$ cat config.mk
export PLATFORM = sky130hd
export DESIGN_NAME = adaptive_mul32
export DESIGN_NICKNAME = d
export VERILOG_FILES = /design/src/rtl/amul_pkg.sv /design/src/rtl/amul_classify.sv /design/src/rtl/amul_pp_unit.sv /design/src/rtl/amul_ctrl.sv /design/src/rtl/adaptive_mul32.sv
export SDC_FILE = /design/constraint.sdc
export NUM_CORES = 1
export LEC_CHECK = 0
export CAP_MARGIN = 10
export CORE_AREA = 2 2 235 237
export DETAILED_ROUTE_END_ITERATION = 16
export DIE_AREA = 0 0 237 239
export DONT_BUFFER_PORTS = 1
export PLACE_DENSITY = 0.63
export SYNTH_ARGS = -nofsm -noshare
export SYNTH_HDL_FRONTEND = slang
export SYNTH_SLANG_ARGS = --single-unit
$ cat constraint.sdc
create_clock -name clk -period 12.7 [get_ports clk]
set_input_delay 1.905 -clock clk [delete_from_list [all_inputs] [get_ports clk]]
set_output_delay 1.905 -clock clk [all_outputs]
set_load 0.005 [all_outputs]
$ cat src/rtl/amul_pkg.sv
package amul_pkg;
  typedef enum logic [1:0] {
    ROUTE_ZERO   = 2'd0,
    ROUTE_UNIT   = 2'd1,
    ROUTE_NARROW = 2'd2,
    ROUTE_WIDE   = 2'd3
  } route_e;

  typedef enum logic {
    ST_IDLE = 1'b0,
    ST_RUN  = 1'b1
  } ctrl_state_e;
endpackage

$ cat src/rtl/amul_classify.sv
module amul_classify
  import amul_pkg::*;
#(
  parameter int HALF_W = 16
) (
  input  logic [2*HALF_W-1:0] a,
  input  logic [2*HALF_W-1:0] b,
  output route_e              route,
  output logic [2*HALF_W-1:0] bypass_val
);
  localparam int W = 2 * HALF_W;

  logic a_zero, b_zero, a_unit, b_unit, a_narrow, b_narrow;

  always_comb begin
    a_zero   = (a == '0);
    b_zero   = (b == '0);
    a_unit   = (a == W'(1));
    b_unit   = (b == W'(1));
    a_narrow = (a[W-1:HALF_W] == '0);
    b_narrow = (b[W-1:HALF_W] == '0);
  end

  always_comb begin
    bypass_val = '0;
    if (a_zero || b_zero) begin
      route = ROUTE_ZERO;
    end else if (a_unit) begin
      route      = ROUTE_UNIT;
      bypass_val = b;
    end else if (b_unit) begin
      route      = ROUTE_UNIT;
      bypass_val = a;
    end else if (a_narrow && b_narrow) begin
      route = ROUTE_NARROW;
    end else begin
      route = ROUTE_WIDE;
    end
  end
endmodule

$ cat src/rtl/amul_pp_unit.sv
module amul_pp_unit #(
  parameter int HALF_W = 16
) (
  input  logic [2*HALF_W-1:0] a,
  input  logic [2*HALF_W-1:0] b,
  input  logic [1:0]          step,
  output logic [4*HALF_W-1:0] pp_shifted
);
  localparam int W      = 2 * HALF_W;
  localparam int PROD_W = 2 * W;

  logic [HALF_W-1:0] a_half, b_half;
  logic [W-1:0]      pp;
  logic [1:0]        weight;

  // step[1] selects the half of a, step[0] the half of b
  always_comb begin
    a_half = step[1] ? a[W-1:HALF_W] : a[HALF_W-1:0];
    b_half = step[0] ? b[W-1:HALF_W] : b[HALF_W-1:0];
    pp     = W'(a_half) * W'(b_half);
    weight = 2'(step[1]) + 2'(step[0]);
  end

  always_comb begin
    case (weight)
      2'd0:    pp_shifted = PROD_W'(pp);
      2'd1:    pp_shifted = PROD_W'(pp) << HALF_W;
      default: pp_shifted = PROD_W'(pp) << W;
    endcase
  end
endmodule

$ cat src/rtl/amul_ctrl.sv
module amul_ctrl
  import amul_pkg::*;
#(
  parameter int HALF_W = 16,
  parameter int CNT_W  = 3
) (
  input  logic                clk,
  input  logic                rst_n,
  input  logic                in_valid,
  input  logic [2*HALF_W-1:0] op_a,
  input  logic [2*HALF_W-1:0] op_b,
  input  route_e              route,
  input  logic [2*HALF_W-1:0] bypass_val,
  input  logic [4*HALF_W-1:0] pp_shifted,
  output logic [2*HALF_W-1:0] a_q,
  output logic [2*HALF_W-1:0] b_q,
  output logic [1:0]          step_q,
  output logic                idle,
  output logic                res_valid,
  output logic [4*HALF_W-1:0] res_prod,
  output logic [CNT_W-1:0]    res_cycles
);
  localparam int W      = 2 * HALF_W;
  localparam int PROD_W = 2 * W;
  localparam logic [CNT_W-1:0] CNT_ONE = CNT_W'(1);

  ctrl_state_e       state_q;
  logic [1:0]        last_q;
  logic [PROD_W-1:0] acc_q;
  logic [CNT_W-1:0]  cnt_q;
  logic [PROD_W-1:0] sum;
  logic              accept;

  assign idle   = (state_q == ST_IDLE);
  assign accept = in_valid && idle;
  assign sum    = acc_q + pp_shifted;

  always_ff @(posedge clk or negedge rst_n) begin
    if (!rst_n) begin
      state_q    <= ST_IDLE;
      a_q        <= '0;
      b_q        <= '0;
      step_q     <= '0;
      last_q     <= '0;
      acc_q      <= '0;
      cnt_q      <= '0;
      res_valid  <= 1'b0;
      res_prod   <= '0;
      res_cycles <= '0;
    end else begin
      res_valid <= 1'b0;
      if (accept) begin
        cnt_q <= CNT_ONE;
        if (route == ROUTE_ZERO || route == ROUTE_UNIT) begin
          res_prod   <= PROD_W'(bypass_val);
          res_cycles <= CNT_ONE;
          res_valid  <= 1'b1;
        end else begin
          a_q     <= op_a;
          b_q     <= op_b;
          step_q  <= 2'd0;
          last_q  <= (route == ROUTE_NARROW) ? 2'd0 : 2'd3;
          acc_q   <= '0;
          state_q <= ST_RUN;
        end
      end else if (state_q == ST_RUN) begin
        cnt_q  <= cnt_q + CNT_ONE;
        step_q <= step_q + 2'd1;
        if (step_q == last_q) begin
          res_prod   <= sum;
          res_cycles <= cnt_q + CNT_ONE;
          res_valid  <= 1'b1;
          state_q    <= ST_IDLE;
        end else begin
          acc_q <= sum;
        end
      end
    end
  end

  // captured operands stay put while a computation runs
  a_r2_ops_held: assert property (@(posedge clk) disable iff (!rst_n)
    (state_q == ST_RUN) |=> ($stable(a_q) && $stable(b_q)));

  // zero route answers on the accepting edge with zero
  a_r3_zero_route: assert property (@(posedge clk) disable iff (!rst_n)
    (accept && route == ROUTE_ZERO) |=> (res_valid && res_prod == '0 && res_cycles == CNT_ONE));

  // unit route answers on the accepting edge
  a_r4_unit_route: assert property (@(posedge clk) disable iff (!rst_n)
    (accept && route == ROUTE_UNIT) |=> (res_valid && res_cycles == CNT_ONE && idle));

  // narrow route answers one edge later
  a_r5_narrow_route: assert property (@(posedge clk) disable iff (!rst_n)
    (accept && route == ROUTE_NARROW) |-> ##2 (res_valid && res_cycles == CNT_W'(2)));

  // wide route answers four edges later
  a_r6_wide_route: assert property (@(posedge clk) disable iff (!rst_n)
    (accept && route == ROUTE_WIDE) |-> ##5 (res_valid && res_cycles == CNT_W'(5)));

  // no result strobe while a computation is in flight
  a_r7_quiet_busy: assert property (@(posedge clk) disable iff (!rst_n)
    (state_q == ST_RUN) |-> !res_valid);
endmodule

$ cat src/rtl/adaptive_mul32.sv
module adaptive_mul32
  import amul_pkg::*;
#(
  parameter int HALF_W = 16,
  parameter int CNT_W  = 3
) (
  input  logic                clk,
  input  logic                rst_n,
  input  logic                in_valid,
  output logic                in_ready,
  input  logic [2*HALF_W-1:0] op_a,
  input  logic [2*HALF_W-1:0] op_b,
  output logic                res_valid,
  output logic [4*HALF_W-1:0] res_prod,
  output logic [CNT_W-1:0]    res_cycles
);
  localparam int W      = 2 * HALF_W;
  localparam int PROD_W = 2 * W;

  route_e            route;
  logic [W-1:0]      bypass_val;
  logic [W-1:0]      a_q, b_q;
  logic [1:0]        step_q;
  logic [PROD_W-1:0] pp_shifted;
  logic              idle;

  amul_classify #(.HALF_W(HALF_W)) i_classify (
    .a          (op_a),
    .b          (op_b),
    .route      (route),
    .bypass_val (bypass_val)
  );

  amul_pp_unit #(.HALF_W(HALF_W)) i_pp (
    .a          (a_q),
    .b          (b_q),
    .step       (step_q),
    .pp_shifted (pp_shifted)
  );

  amul_ctrl #(.HALF_W(HALF_W), .CNT_W(CNT_W)) i_ctrl (
    .clk        (clk),
    .rst_n      (rst_n),
    .in_valid   (in_valid),
    .op_a       (op_a),
    .op_b       (op_b),
    .route      (route),
    .bypass_val (bypass_val),
    .pp_shifted (pp_shifted),
    .a_q        (a_q),
    .b_q        (b_q),
    .step_q     (step_q),
    .idle       (idle),
    .res_valid  (res_valid),
    .res_prod   (res_prod),
    .res_cycles (res_cycles)
  );

  assign in_ready = idle;

  // a fresh block is ready and silent
  a_r1_reset_quiet: assert property (@(posedge clk)
    !rst_n |=> (in_ready && !res_valid));

  // acceptance without ready never produces an extra result in the next cycle
  a_r2_no_accept_busy: assert property (@(posedge clk) disable iff (!rst_n)
    (!in_ready && !$past(in_ready)) |-> !res_valid);
endmodule

==> reports/metrics.csv <==
metric;value;unit
outcome;completed;
relSlewSlack;20.0;%
numPortBuffers;0;
synthCells;2423;
clkTransAtPathRegs;60;ps
cp_slowest_stage_delay;1010;ps
cts.path.max_buffers;3;
drtAntennaViolNets;0;
skew;19.7;ps
synth_common_cells;323 x nand2_1, 259 x inv_1, 224 x nor2_1, 203 x dfrtp_1, 195 x fa_1;
cts-buffers-inserted;25;
synth_cell_types;70;
synthArstFlopShare;100;%
grt_pass1_wl;113000;um
die_h;239;um
setup_violations;0;
grt_pass1_vias;18100;
yosysMostFrequentCell;nand2_1;
firstDrtPassIters;6;
crit_family;adder cells;
dp.final_hpwl;59500;um
rows;86;
postCtsSetupRepairBufs;0;
synth.ff_latch_count;203;
cp.depth;35;
slew_violations;0;
synth-seq-area-share;23.7;%
synth_area_leaders;dfrtp_1 24%, fa_1 18%, ha_1 9.9%;
diodes;0;
drt_iter0_drc;1431;
min_to;i_ctrl.res_cycles[0]$_DFFE_PN0P_;
synth_area;21400;um^2
grt_use_total;26.4;%
io_pins;136;
ff2ff_path_depth;35;
worst_pin_slew;1170;ps
min_from;i_ctrl.cnt_q[0]$_DFFE_PN0P_;
cp.arrival;11320;ps
r2r_setup_slack;1870;ps
reg2reg_to;i_ctrl.acc_q[61]$_DFFE_PN0P_;
post_drt_wl_per_cell;24.4;um
reg2reg_from;i_ctrl.step_q[1]$_DFFE_PN0P_;
die_x;237;um
crit_top_cell;fa_1;
syn_to_final_growth;7.32;%
wl;75100;um
period_share;85.3;%
cp_num_buf_inv;5;
critPathCaptureType;flop;
tritoncts;yes;
grt_max_degree;204;
min_period;10830;ps
synth_edf_count;0;
cts_root_buffer;clkbuf_16;
rsz0062_at_grt;no;
hp-class;flop to flop;
antenna_found_initial;0;
htreeDepth;1;
cts_hold_buf;0;
tns;0;ps
grt_overflow;0;
ys_warn_count;0;
hold-path-cell-count;1;
slowest_stage;mux2i_1;
syn_area_per_cell;8.85;um^2
fin_nets;2787;
drc;0;
start_util;39.4;%
ctsResizeCount;0;
critPathKind;flop to flop;
hold_viol;0;
synth_top_area_cell;dfrtp_1;
dieArea;56600;um^2
synth_nets;2855;
coreArea;54300;um^2
vias;18000;
worst-path-max-fanout;30;
crit_required;13190;ps
layout-drive-gt1-share;8.42;%
viasPerCell;5.84;
synth_top_area_share;23.7;%
start_kind;flop;
synth-main-ff-cell;dfrtp_1;
fmaxAchievable;92.3;MHz
maxCapViolations;0;
clock_latency;580;ps
place_congestion;1.00;
cts.sinks;203;
==> cells by family (layout without fill, tap and decap cells) <==
group | after synthesis | in the layout | share of synthesized area [%]
AND/OR/NAND/NOR | 740 | 740 | 15.0
AO/OA/AOI/OAI | 527 | 527 | 16.7
buffers and inverters | 380 | 331 | 6.71
adder cells (fa/ha/maj) | 365 | 365 | 28.1
flip-flops | 203 | 203 | 23.7
multiplexers | 126 | 126 | 6.44
XOR/XNOR | 82 | 82 | 3.35
==> metrics by stage <==
step	hold WS [ps]	instance area (um^2)	utilization [%]	cells	setup WS [ps]
after floorplan	455	21400	-	2423	3270
after CTS	498	23000	42.3	3078	2070
after detailed placement	484	22100	40.6	3032	2130
after global routing	518	23000	42.3	3078	1600
final	492	23000	42.3	3078	1870
after global placement	469	22100	40.6	3031	2220
==> area by class of cell <==
class                   instances  area [um^2]
clock buffers                  30          674
inverters                     260          976
repair buffers                 25          188
clock inverters                16          239
flip-flops and latches        203         5080
well taps                     704          881
fillers                      5367        31300
multi-input cells            1840        15000
==> worst max path at each step <==
stage	startpoint	endpoint	slack, ps
4_1_cts	i_ctrl.step_q[1]$_DFFE_PN0P_	i_ctrl.acc_q[61]$_DFFE_PN0P_	2070
3_3_place_gp	i_ctrl.step_q[1]$_DFFE_PN0P_	i_ctrl.res_prod[61]$_DFFE_PN0P_	2220
6_report	i_ctrl.step_q[1]$_DFFE_PN0P_	i_ctrl.acc_q[61]$_DFFE_PN0P_	1870
3_5_place_dp	i_ctrl.step_q[1]$_DFFE_PN0P_	i_ctrl.acc_q[61]$_DFFE_PN0P_	2130
5_1_grt	i_ctrl.step_q[1]$_DFFE_PN0P_	i_ctrl.acc_q[61]$_DFFE_PN0P_	1600
2_1_floorplan	i_ctrl.step_q[1]$_DFFE_PN0P_	i_ctrl.res_prod[61]$_DFFE_PN0P_	3270
==> state kept, by name, indices dropped and copies added, names as in the netlist <==
name,flops
i_ctrl.a_q,32
i_ctrl.acc_q,64
i_ctrl.b_q,32
i_ctrl.cnt_q,3
i_ctrl.last_q,1
i_ctrl.res_cycles,3
i_ctrl.res_prod,64
i_ctrl.res_valid,1
i_ctrl.state_q,1
i_ctrl.step_q,2
==> cell usage in the layout, fill, tap and decap left out, types with 6 or more instances in the layout <==
cell and instances:
nand2_1 323, inv_1 258, nor2_1 224, dfrtp_1 201, fa_1 195, ha_1 170
a21oi_1 122, o21ai_0 110, mux2_2 95, a22o_1 72, a21o_1 58, xnor2_1 50
nand3_1 41, nand4_1 35, a31oi_1 33, xor2_1 32, mux2i_1 31, clkbuf_16 25
buf_4 25, o21bai_1 23, nor4_1 22, and2_1 17, nor3_1 17, nor2b_1 12
and3_1 12, nand2b_1 11, o21ai_1 10, o211ai_1 9, o22ai_1 9, o31ai_1 9
o21a_1 8, or3_1 8, a221o_1 7, a211oi_1 6
==> layer usage <==
layer	GRT usage, %	part of all wire (%)	vias up
met4	11.2	4.5	0
met5	0	0	-
met3	5.54	8.1	148
met1	34.5	42	9024
met2	42.5	45	699
li1	-	-	8098
Power is not shown: default switching activity piles up to over one toggle a cycle in this logic, so the estimate is an artifact.
